File: src/rtl/wdog_pkg.sv
package wdog_pkg;

  localparam logic [1:0] SEL_CNT  = 2'd0;
  localparam logic [1:0] SEL_CSR  = 2'd1;
  localparam logic [1:0] SEL_RCSR = 2'd2;

  // Strobes from control to datapath
  typedef struct packed {
    logic tick;      // prescaled count enable
    logic wrCnt;     // keyed counter write
    logic wrCsr;     // keyed control write
    logic wrRcsr;    // keyed reset-control write
    logic ovf;       // counter wraps this cycle
    logic extWins;   // manual-reset pin asserted this cycle
    logic initRegs;  // internal reset active: hold counter/control cleared
  } wdStrobe_t;

  // log2 of the prescaler period for each clock-select value
  function automatic logic [3:0] divShift(input logic [2:0] sel);
    case (sel)
      3'd0: return 4'd1;
      3'd1: return 4'd3;
      3'd2: return 4'd5;
      3'd3: return 4'd6;
      3'd4: return 4'd8;
      3'd5: return 4'd9;
      3'd6: return 4'd11;
      default: return 4'd12;
    endcase
  endfunction

endpackage

File: src/rtl/wdog_ctrl.sv
module wdog_ctrl
  import wdog_pkg::*;
#(
  parameter int          PRESC_W    = 12,
  parameter int          OVF_CYCLES = 128,
  parameter int          RST_CYCLES = 512,
  parameter logic [7:0]  KEY        = 8'h5A
) (
  input  logic       clk,
  input  logic       porN,
  input  logic       mresN,
  input  logic       wrEn,
  input  logic [1:0] wrSel,
  input  logic [7:0] wrKey,
  input  logic       wdActive,
  input  logic [2:0] clkSel,
  input  logic       rstEn,
  input  logic       rstSel,
  input  logic       cntAtMax,
  output wdStrobe_t  st,
  output logic       ovfOut,
  output logic       intPorOut,
  output logic       intMresOut
);

  localparam int OVF_W = $clog2(OVF_CYCLES + 1);
  localparam int RST_W = $clog2(RST_CYCLES + 1);

  logic [PRESC_W-1:0] prescQ;
  logic [PRESC_W:0]   divFull;
  logic [PRESC_W-1:0] divLast;
  logic               tick;
  logic               ovfEvt;
  logic               wrOk;
  logic               startRst;
  logic [OVF_W-1:0]   ovfCntQ;
  logic [RST_W-1:0]   rstCntQ;
  logic               rstTypeQ;
  logic               rstBusy;

  // Prescaler: cleared while stopped, wraps at the selected period
  assign divFull = (PRESC_W + 1)'(1) << divShift(clkSel);
  assign divLast = divFull[PRESC_W-1:0] - PRESC_W'(1);
  assign tick    = wdActive && (prescQ == divLast);

  always_ff @(posedge clk) begin
    if (!porN)          prescQ <= '0;
    else if (!wdActive) prescQ <= '0;
    else if (tick)      prescQ <= '0;
    else                prescQ <= prescQ + PRESC_W'(1);
  end

  assign ovfEvt   = tick && cntAtMax;
  assign wrOk     = wrEn && (wrKey == KEY);
  assign rstBusy  = (rstCntQ != '0);
  assign startRst = ovfEvt && rstEn && mresN && !rstBusy;

  // Overflow pin pulse timer: loads only from idle
  always_ff @(posedge clk) begin
    if (!porN)                          ovfCntQ <= '0;
    else if (ovfEvt && ovfCntQ == '0)   ovfCntQ <= OVF_W'(OVF_CYCLES);
    else if (ovfCntQ != '0)             ovfCntQ <= ovfCntQ - OVF_W'(1);
  end

  // Internal reset pulse timer with latched type
  always_ff @(posedge clk) begin
    if (!porN) begin
      rstCntQ  <= '0;
      rstTypeQ <= 1'b0;
    end else if (startRst) begin
      rstCntQ  <= RST_W'(RST_CYCLES);
      rstTypeQ <= rstSel;
    end else if (rstBusy) begin
      rstCntQ  <= rstCntQ - RST_W'(1);
    end
  end

  assign ovfOut     = (ovfCntQ != '0);
  assign intPorOut  = rstBusy && !rstTypeQ;
  assign intMresOut = rstBusy && rstTypeQ;

  always_comb begin
    st          = '0;
    st.tick     = tick;
    st.wrCnt    = wrOk && (wrSel == SEL_CNT);
    st.wrCsr    = wrOk && (wrSel == SEL_CSR);
    st.wrRcsr   = wrOk && (wrSel == SEL_RCSR);
    st.ovf      = ovfEvt;
    st.extWins  = !mresN;
    st.initRegs = rstBusy;
  end

  AST_OVF_LOAD: assert property (@(posedge clk) disable iff (!porN)
    (st.ovf && ovfCntQ == '0) |=> (ovfCntQ == OVF_W'(OVF_CYCLES)));
  AST_OVF_NO_RESTART: assert property (@(posedge clk) disable iff (!porN)
    (ovfCntQ != '0) |=> (ovfCntQ == $past(ovfCntQ) - OVF_W'(1)));
  AST_RST_WITH_OVF: assert property (@(posedge clk) disable iff (!porN)
    $rose(intPorOut || intMresOut) |-> $rose(ovfOut));
  AST_RST_TYPE: assert property (@(posedge clk) disable iff (!porN)
    $rose(intMresOut) |-> $past(rstSel));
  AST_EXT_BLOCKS_RST: assert property (@(posedge clk) disable iff (!porN)
    (!mresN && rstCntQ == '0) |=> (rstCntQ == '0));
  AST_INIT_STOPS: assert property (@(posedge clk) disable iff (!porN)
    (rstCntQ != '0) |=> !wdActive);

endmodule

File: src/rtl/wdog_dp.sv
module wdog_dp
  import wdog_pkg::*;
#(
  parameter int CNT_W = 8
) (
  input  logic             clk,
  input  logic             porN,
  input  wdStrobe_t        st,
  input  logic [7:0]       wrVal,
  output logic [CNT_W-1:0] cntQ,
  output logic [7:0]       csrOut,
  output logic [7:0]       rcsrOut,
  output logic             wdActive,
  output logic [2:0]       clkSel,
  output logic             rstEn,
  output logic             rstSel,
  output logic             cntAtMax
);

  localparam int CSR_MODE  = 6;
  localparam int CSR_RUN   = 5;
  localparam int RCSR_FLAG = 7;
  localparam int RCSR_EN   = 6;
  localparam int RCSR_TYPE = 5;

  logic       modeQ, runQ;
  logic [2:0] cksQ;
  logic       flagQ, rstEnQ, rstSelQ;

  always_ff @(posedge clk) begin
    if (!porN)            cntQ <= '0;
    else if (st.initRegs) cntQ <= '0;
    else if (st.wrCnt)    cntQ <= wrVal[CNT_W-1:0];
    else if (st.tick)     cntQ <= cntQ + CNT_W'(1);
  end

  always_ff @(posedge clk) begin
    if (!porN || st.initRegs) begin
      modeQ <= 1'b0;
      runQ  <= 1'b0;
      cksQ  <= '0;
    end else if (st.wrCsr) begin
      modeQ <= wrVal[CSR_MODE];
      runQ  <= wrVal[CSR_RUN];
      cksQ  <= wrVal[2:0];
    end
  end

  // Reset-control register: only the power-on input clears it
  always_ff @(posedge clk) begin
    if (!porN) begin
      flagQ   <= 1'b0;
      rstEnQ  <= 1'b0;
      rstSelQ <= 1'b0;
    end else begin
      if (st.ovf)                               flagQ <= !st.extWins;
      else if (st.wrRcsr && !wrVal[RCSR_FLAG])  flagQ <= 1'b0;
      if (st.wrRcsr) begin
        rstEnQ  <= wrVal[RCSR_EN];
        rstSelQ <= wrVal[RCSR_TYPE];
      end
    end
  end

  always_comb begin
    csrOut            = '0;
    csrOut[CSR_MODE]  = modeQ;
    csrOut[CSR_RUN]   = runQ;
    csrOut[2:0]       = cksQ;
    rcsrOut           = '0;
    rcsrOut[RCSR_FLAG] = flagQ;
    rcsrOut[RCSR_EN]   = rstEnQ;
    rcsrOut[RCSR_TYPE] = rstSelQ;
  end

  assign wdActive = modeQ && runQ;
  assign clkSel   = cksQ;
  assign rstEn    = rstEnQ;
  assign rstSel   = rstSelQ;
  assign cntAtMax = &cntQ;

  AST_IDLE_HOLD: assert property (@(posedge clk) disable iff (!porN)
    (!wdActive && !st.wrCnt && !st.initRegs) |=> $stable(cntQ));
  AST_FLAG_STICKY: assert property (@(posedge clk) disable iff (!porN)
    (flagQ && !st.ovf && !st.wrRcsr) |=> flagQ);
  AST_RCSR_KEEP: assert property (@(posedge clk) disable iff (!porN)
    (st.initRegs && !st.wrRcsr) |=> $stable({rstEnQ, rstSelQ}));

endmodule

File: src/rtl/wdog_rst_gen.sv
module wdog_rst_gen
  import wdog_pkg::*;
#(
  parameter int         CNT_W      = 8,
  parameter int         PRESC_W    = 12,
  parameter int         OVF_CYCLES = 128,
  parameter int         RST_CYCLES = 512,
  parameter logic [7:0] KEY        = 8'h5A
) (
  input  logic             clk,
  input  logic             porN,
  input  logic             mresN,
  input  logic             wrEn,
  input  logic [1:0]       wrSel,
  input  logic [15:0]      wrData,
  output logic [CNT_W-1:0] cntOut,
  output logic [7:0]       csrOut,
  output logic [7:0]       rcsrOut,
  output logic             ovfOut,
  output logic             intPorOut,
  output logic             intMresOut
);

  wdStrobe_t  st;
  logic       wdActive;
  logic [2:0] clkSel;
  logic       rstEn;
  logic       rstSel;
  logic       cntAtMax;

  wdog_ctrl #(
    .PRESC_W    (PRESC_W),
    .OVF_CYCLES (OVF_CYCLES),
    .RST_CYCLES (RST_CYCLES),
    .KEY        (KEY)
  ) u_ctrl (
    .clk        (clk),
    .porN       (porN),
    .mresN      (mresN),
    .wrEn       (wrEn),
    .wrSel      (wrSel),
    .wrKey      (wrData[15:8]),
    .wdActive   (wdActive),
    .clkSel     (clkSel),
    .rstEn      (rstEn),
    .rstSel     (rstSel),
    .cntAtMax   (cntAtMax),
    .st         (st),
    .ovfOut     (ovfOut),
    .intPorOut  (intPorOut),
    .intMresOut (intMresOut)
  );

  wdog_dp #(
    .CNT_W (CNT_W)
  ) u_dp (
    .clk      (clk),
    .porN     (porN),
    .st       (st),
    .wrVal    (wrData[7:0]),
    .cntQ     (cntOut),
    .csrOut   (csrOut),
    .rcsrOut  (rcsrOut),
    .wdActive (wdActive),
    .clkSel   (clkSel),
    .rstEn    (rstEn),
    .rstSel   (rstSel),
    .cntAtMax (cntAtMax)
  );

endmodule

File: config.mk
export PLATFORM = sky130hd
export DESIGN_NAME = wdog_rst_gen
export DESIGN_NICKNAME = d
export VERILOG_FILES = /design/src/rtl/wdog_pkg.sv /design/src/rtl/wdog_ctrl.sv /design/src/rtl/wdog_dp.sv /design/src/rtl/wdog_rst_gen.sv
export SDC_FILE = /design/constraint.sdc
export NUM_CORES = 1
export LEC_CHECK = 0
export BUFFER_PORTS_ARGS = -buffer_cell sky130_fd_sc_hd__buf_2
export CAP_MARGIN = 25
export CORE_ASPECT_RATIO = 0.7
export CORE_MARGIN = 2
export CORE_UTILIZATION = 50
export DETAILED_ROUTE_END_ITERATION = 10
export GPL_TIMING_DRIVEN = 0
export HOLD_SLACK_MARGIN = 0.12
export PLACE_DENSITY = 0.83
export SYNTH_ARGS = -nofsm -noshare
export SYNTH_HDL_FRONTEND = slang
export SYNTH_HIERARCHICAL = 1
export SYNTH_SLANG_ARGS = --single-unit
File: constraint.sdc
create_clock -name clk -period 8.5 [get_ports clk]
set_input_delay 0.425 -clock clk [delete_from_list [all_inputs] [get_ports clk]]
set_output_delay 0.425 -clock clk [all_outputs]
set_load 0.01 [all_outputs]
# --- Word-level counts from Yosys, hierarchy flattened ---
# Cells that the tools add are included.
totals:
  reg_bits: 47
  in_bits: 22
op_classes:
  add_sub_neg: 5
  n_eq_ne: 10
  shift: 1
  n_mux: 9
  bitwise_logic: 2
  reduce_logical: 33
op_table:
  columns: ["operator", "n"]
  rows:
  - ["$mux 8", 4]
  - ["$pmux 4 s7", 1]
  - ["$mux 10", 2]
  - ["$logic_and 1x1->1", 14]
  - ["$add 12x1->12 const B", 1]
  - ["$eq 12x12->1", 1]
  - ["$shl 1x4->12 const A", 1]
  - ["$sub 12x1->12 const B", 1]
  - ["$reduce_bool 10->1", 1]
  - ["$sub 10x1->10 const B", 1]
  - ["$eq 3x3->1 const B", 3]
  - ["$add 8x1->8 const B", 1]
  - ["$eq 8x7->1 const B", 1]
  - ["$logic_not 8->1", 1]
  - ["$reduce_and 8->1", 1]
  - ["$reduce_bool 2->1", 4]
  - ["$reduce_bool 8->1", 1]
  - ["$sub 8x1->8 const B", 1]
  - ["$eq 3x2->1 const B", 2]
  - ["$reduce_or 2->1", 3]
  - ["$logic_not 1->1", 4]
  - ["$eq 3x1->1 const B", 1]
  - ["$logic_not 3->1", 1]
  - ["$reduce_or 3->1", 1]
  - ["other kinds (6)", 8]

# --- Depth between registers and ports, before layout ---
logic_depth:
  word_depth: 11
  depth_mapped: 15
  ltp_nobuf: 11

# --- Hierarchy ---
# The synthesis kept the hierarchy.
modules_own_cells:
  columns: ["mod", "n_inst", "cells_each", "area_each_um2", "seq_area_each_um2"]
  rows:
  - ["wdog_ctrl", 1, 253, 1994.4, 620.6]
  - ["wdog_dp", 1, 98, 880.8, 320.3]

# --- Least setup slack after synthesis ---
# OpenSTA, ideal clock, no wires.
synth_timing:
  path_type: "register -> register"
  from: "register u_dp.cksQ[1] (netlist: u_dp/clkSel[1])"
  to: "register u_dp.cntQ[7]"
  arrival_ps: 2899
  required_time_ps: 8421
  setup_slack_ps: 5522
  stages_incl_launch_ff: 15
  path_buffers: 4
  path_cell_list: "dfxtp_1 > buf_6 > nor3_4 > inv_1 > ha_1 > clkbuf_1 > xnor2_1 > nand3_2 > or4b_4 > nor2_1 > buf_4 > buf_6 > and4bb_1 > or4b_1 > o211ai_1"
synth_between:
  elab_chain_len: 7
  elab_cells_between_ends: 13
synth_rtl:
  columns: ["element", "line", "rtl"]
  rows:
  - ["start, declared", "wdog_dp.sv:27", "logic [2:0] cksQ;"]
  - ["start signal, assigned", "wdog_dp.sv:45", "cksQ <= wrVal[2:0];"]
  - ["$eq 3x3->1, or another cell as far along", "wdog_pkg.sv:20", "case (sel)"]
  - ["$pmux 4 s7 (*)", "wdog_pkg.sv:20", null]
  - ["$shl 1x4->12 (*)", "wdog_ctrl.sv:42", "assign divFull = (PRESC_W + 1)'(1) << divShift(clkSel);"]
  - ["$sub 12x1->12 (*)", "wdog_ctrl.sv:43", "assign divLast = divFull[PRESC_W-1:0] - PRESC_W'(1);"]
  - ["$eq 12x12->1 (*)", "wdog_ctrl.sv:44", "assign tick = wdActive && (prescQ == divLast);"]
  - ["$logic_and 1x1->1 (*)", "wdog_ctrl.sv:44", null]
  - ["named net u_ctrl.tick", "wdog_ctrl.sv:32", "logic tick;"]
  - ["$reduce_bool 2->1 (no line) (*)", null, null]
  - ["end signal, assigned", "wdog_dp.sv:33", "else if (st.wrCnt) cntQ <= wrVal[CNT_W-1:0];"]
  - ["end signal, assigned", "wdog_dp.sv:34", "else if (st.tick) cntQ <= cntQ + CNT_W'(1);"]
  - ["end, declared", "wdog_dp.sv:10", "output logic [CNT_W-1:0] cntQ,"]
# Mark *: on every way through the listed nets, which the timed path passes. The rest lies on a longest branch.
# A chain may end at the register's enable or synchronous reset.

# --- Worst setup path in the final report ---
# Ends and elaborated chain as after synthesis.

==> key figures <==
Logic synthesis
  – Number of synthesized register bits: 47
  – Seq/Total Area, Yosys: 0.327
  – Synth area leaders: dfxtp_1, nor2_1, xnor2_1, buf_4, mux2i_1
  – Post-synth top area share: 0.327
  – Synth Area per Inst: 8.19 µm²
  – Yosys cell types: 56
  – Area leader, netlist: dfxtp_1
  – Cell area after synthesis: 0.00288 mm²
  – Syn. warnings: 6
  – Post-synth EDFFs: 0
  – Post-Syn Instances: 351
  – Synth Flop Type: dfxtp_1
  – Ys async rst share: 0

Place
  – Routability cong.: 0.897
  – Port bufs: 40
  – Post-DP HPWL: 4770 µm
  – Pre-CTS WS: 5.18 ns
  – Placed insts: 473

Layout
  – Most frequent cells in the layout: nor2_1, dfxtp_1, buf_2
  – Area Overhead vs Synth: 14.4%
  – Area of the multi-input gates: 0.00167 mm²
  – Commonest non-fill, non-tap cell in the layout: nor2_1
  – Register Area: 941 µm²
  – Nets: 434
  – ANT cells: 0
  – Fin cells: 481
  – Fillers: 548
  – Layout cells sized above 1: 0.200

CTS
  – TritonCTS clock tree: built
  – Clk_lat worst skew: 0.30 ns
  – CTS clk-pin slew, worst paths: 0.09 ns
  – CTS H-Tree Depth: 2
  – Setup bufs post-CTS: 0
  – Post-CTS Resized: 0
  – Hold_buf cts: 0
  – Clk buf depth: 2
  – TritonCTS Buffers: 5
  – Sink Count: 47
  – Root Buffer: clkbuf_8

Detailed routing
  – Drt drc: 0
  – WL met1: 3100 µm
  – Drt initial violations: 108
  – Total number of vias: 2539
  – Total Wirelength: 6250 µm
  – Met2 wire len: 2720 µm
  – Vias per Instance: 5.28
  – Metal3 WL: 350 µm
  – Avg WL per Cell: 13.0 µm
  – Top Layer Used: met4
  – Routed Antenna Nets: 0
  – DR pass1 iterations: 6

STA
  – Tmin final: 3.39 ns
  – Final Setup Violations: 0
  – Worst Slack Setup Final: 5.11 ns
  – TNS Setup: 0 ns
  – Slew Limit Fails: 0
  – RSZ-0062 raised after global routing: false
  – Slew HR: 0.535
  – Hold Fails Final Rpt: 0
  – Clock skew: 0.00748 ns
  – Worst-Margin Slew: 0.688 ns
  – Tcrit/Tclk final: 0.398
  – Fmax: 0.295 GHz

Critical path
  – CP max FO: 10
  – Critical Path AT: 3.62 ns
  – Critical path cell sequence: buf_6 -> nor3_4 -> inv_1 -> ha_1 -> clkbuf_1 -> inv_1 -> nand3b_1 -> o221ai_1 -> or4b_4 -> nor2_1 -> buf_4 -> buf_6 -> and4bb_1 -> or4b_1 -> o211ai_1
  – Kind of critical path: flip-flop to flip-flop
  – WP data required: 8.73 ns
  – Slowest CP cell: or4b_4
  – Delay-heaviest family, CP: simple AND/OR/NAND/NOR gates
  – Startpoint types: flip-flop
  – CP bufs+invs: 6
  – Max incr delay on CP: 0.53 ns
  – Worst setup EP type: flip-flop

GRT
  – Total gr overflow: 0
  – Gr usage total: 0.211
  – Vias in the first global route: 2370
  – Antenna violations before repair: 0
  – Largest net degree at the start of global routing: 15
  – First-pass GRT wire length: 10600 µm

Power
  – Combinational power share: 0.387
  – Pleak: 0.00130 µW
  – P_int: 453 µW
  – Worst VDD drop: 215 µV
  – Power share of the clock group: 0.199
  – Net Sw Frac: 0.359
  – P_sw: 254 µW
  – Sequential share of power: 0.414
  – Power Density: 215 mW/mm²

Floorplan
  – Core box area: 0.00564 mm²
  – Total die area: 0.00638 mm²
  – Die H: 67.4 µm
  – Ports: 49
  – Std cell rows: 23
  – Initial core utilization: 0.510
  – Die Width: 94.6 µm

Worst hold path
  – Worst hold path class: primary input to flip-flop

Outcome
  – Status: completed

Flow run
  – Max cap viols: 0
[worst min-delay path, cell delays in order]
cell and delay [ns]:
buf_2 0.07, o21ai_0 0.06, a21oi_1 0.10
[power by group through the flow]
stage               logic (µW)  clock network [µW]  registers, µW
finish                     274                 141            293
detailed placement         274                   0            296
global route               315                 155            298
CTS                        275                 146            292
floorplan                  222                   0            289
global placement           264                   0            295
[registers in the layout, summed over array words and instances (netlist names)]
signal and cells:
u_dp/flagQ 1, u_dp/runQ 1, u_ctrl/prescQ 12, u_dp/clkSel 3, u_dp/rstSel 1, u_ctrl/rstTypeQ 1
u_dp/cntQ 8, u_dp/rstEn 1, u_dp/modeQ 1, u_ctrl/ovfCntQ 8, u_ctrl/rstCntQ 10
[per-stage QoR]
stage	hold WS (ns)	cell area (µm²)	total power, µW	utilization
floorplan	0.430	2900	511	-
global placement	0.449	3200	559	0.567
detailed placement	0.474	3200	570	0.567
CTS	0.377	3290	713	0.583
global route	0.392	3290	768	0.583
finish	0.384	3290	707	0.583
[final timing paths]
kind	start	endpoint	slack [ns]	cells past startpoint
max	u_dp/clkSel[1]	u_dp/cntQ[7]	5.11	15
min reg2reg	u_ctrl/prescQ[0]	u_ctrl/prescQ[0]	0.49	1
max reg2reg	u_dp/clkSel[1]	u_dp/cntQ[7]	5.11	15
min	wrData[3]	u_dp/cntQ[3]	0.38	3
[synthesized netlist by cell type, types with 4 or more instances]
library cell / count
clkbuf_1: 7
nand3_1: 11
buf_6: 4
mux2i_1: 12
buf_4: 19
nor2b_1: 6
and3_1: 6
dfxtp_1: 47
a21oi_1: 12
ha_1: 7
xor2_1: 12
nor2_1: 49
nand2_1: 18
nand3b_1: 5
nor3_1: 8
o21ai_0: 14
or3_1: 5
nand4_1: 10
nand2b_1: 5
inv_1: 14
nor3b_1: 8
xnor2_1: 19
[layout make-up]
| type | instances | share of cell area |
|---|---|---|
| Buffer | 35 | 0.0715 |
| Clock buffer | 7 | 0.0262 |
| Clock inverter | 1 | 0.00266 |
| Inverter | 15 | 0.0171 |
| Multi-Input combinational cell | 261 | 0.507 |
| Sequential cell | 47 | 0.286 |
| Tap cell | 75 | 0.0285 |
| Timing Repair Buffer | 40 | 0.0608 |
[logic make-up after synthesis]
kind of cell	Yosys count	synth area share
other	2	0.00261
XOR/XNOR	31	0.0944
AO/OA/AOI/OAI	50	0.112
multiplexers	12	0.0418
flip-flops	47	0.327
adder cells (fa/ha/maj)	7	0.0305
buffers and inverters	50	0.101
AND/OR/NAND/NOR	152	0.290
[routing by layer]
layer	vias to the layer above	GRT usage
li1	1288	-
met1	1158	0.287
met2	81	0.338
met3	12	0.0480
met4	0	0.0616
met5	-	0
Note: power is estimated with default switching activity, not from simulation.
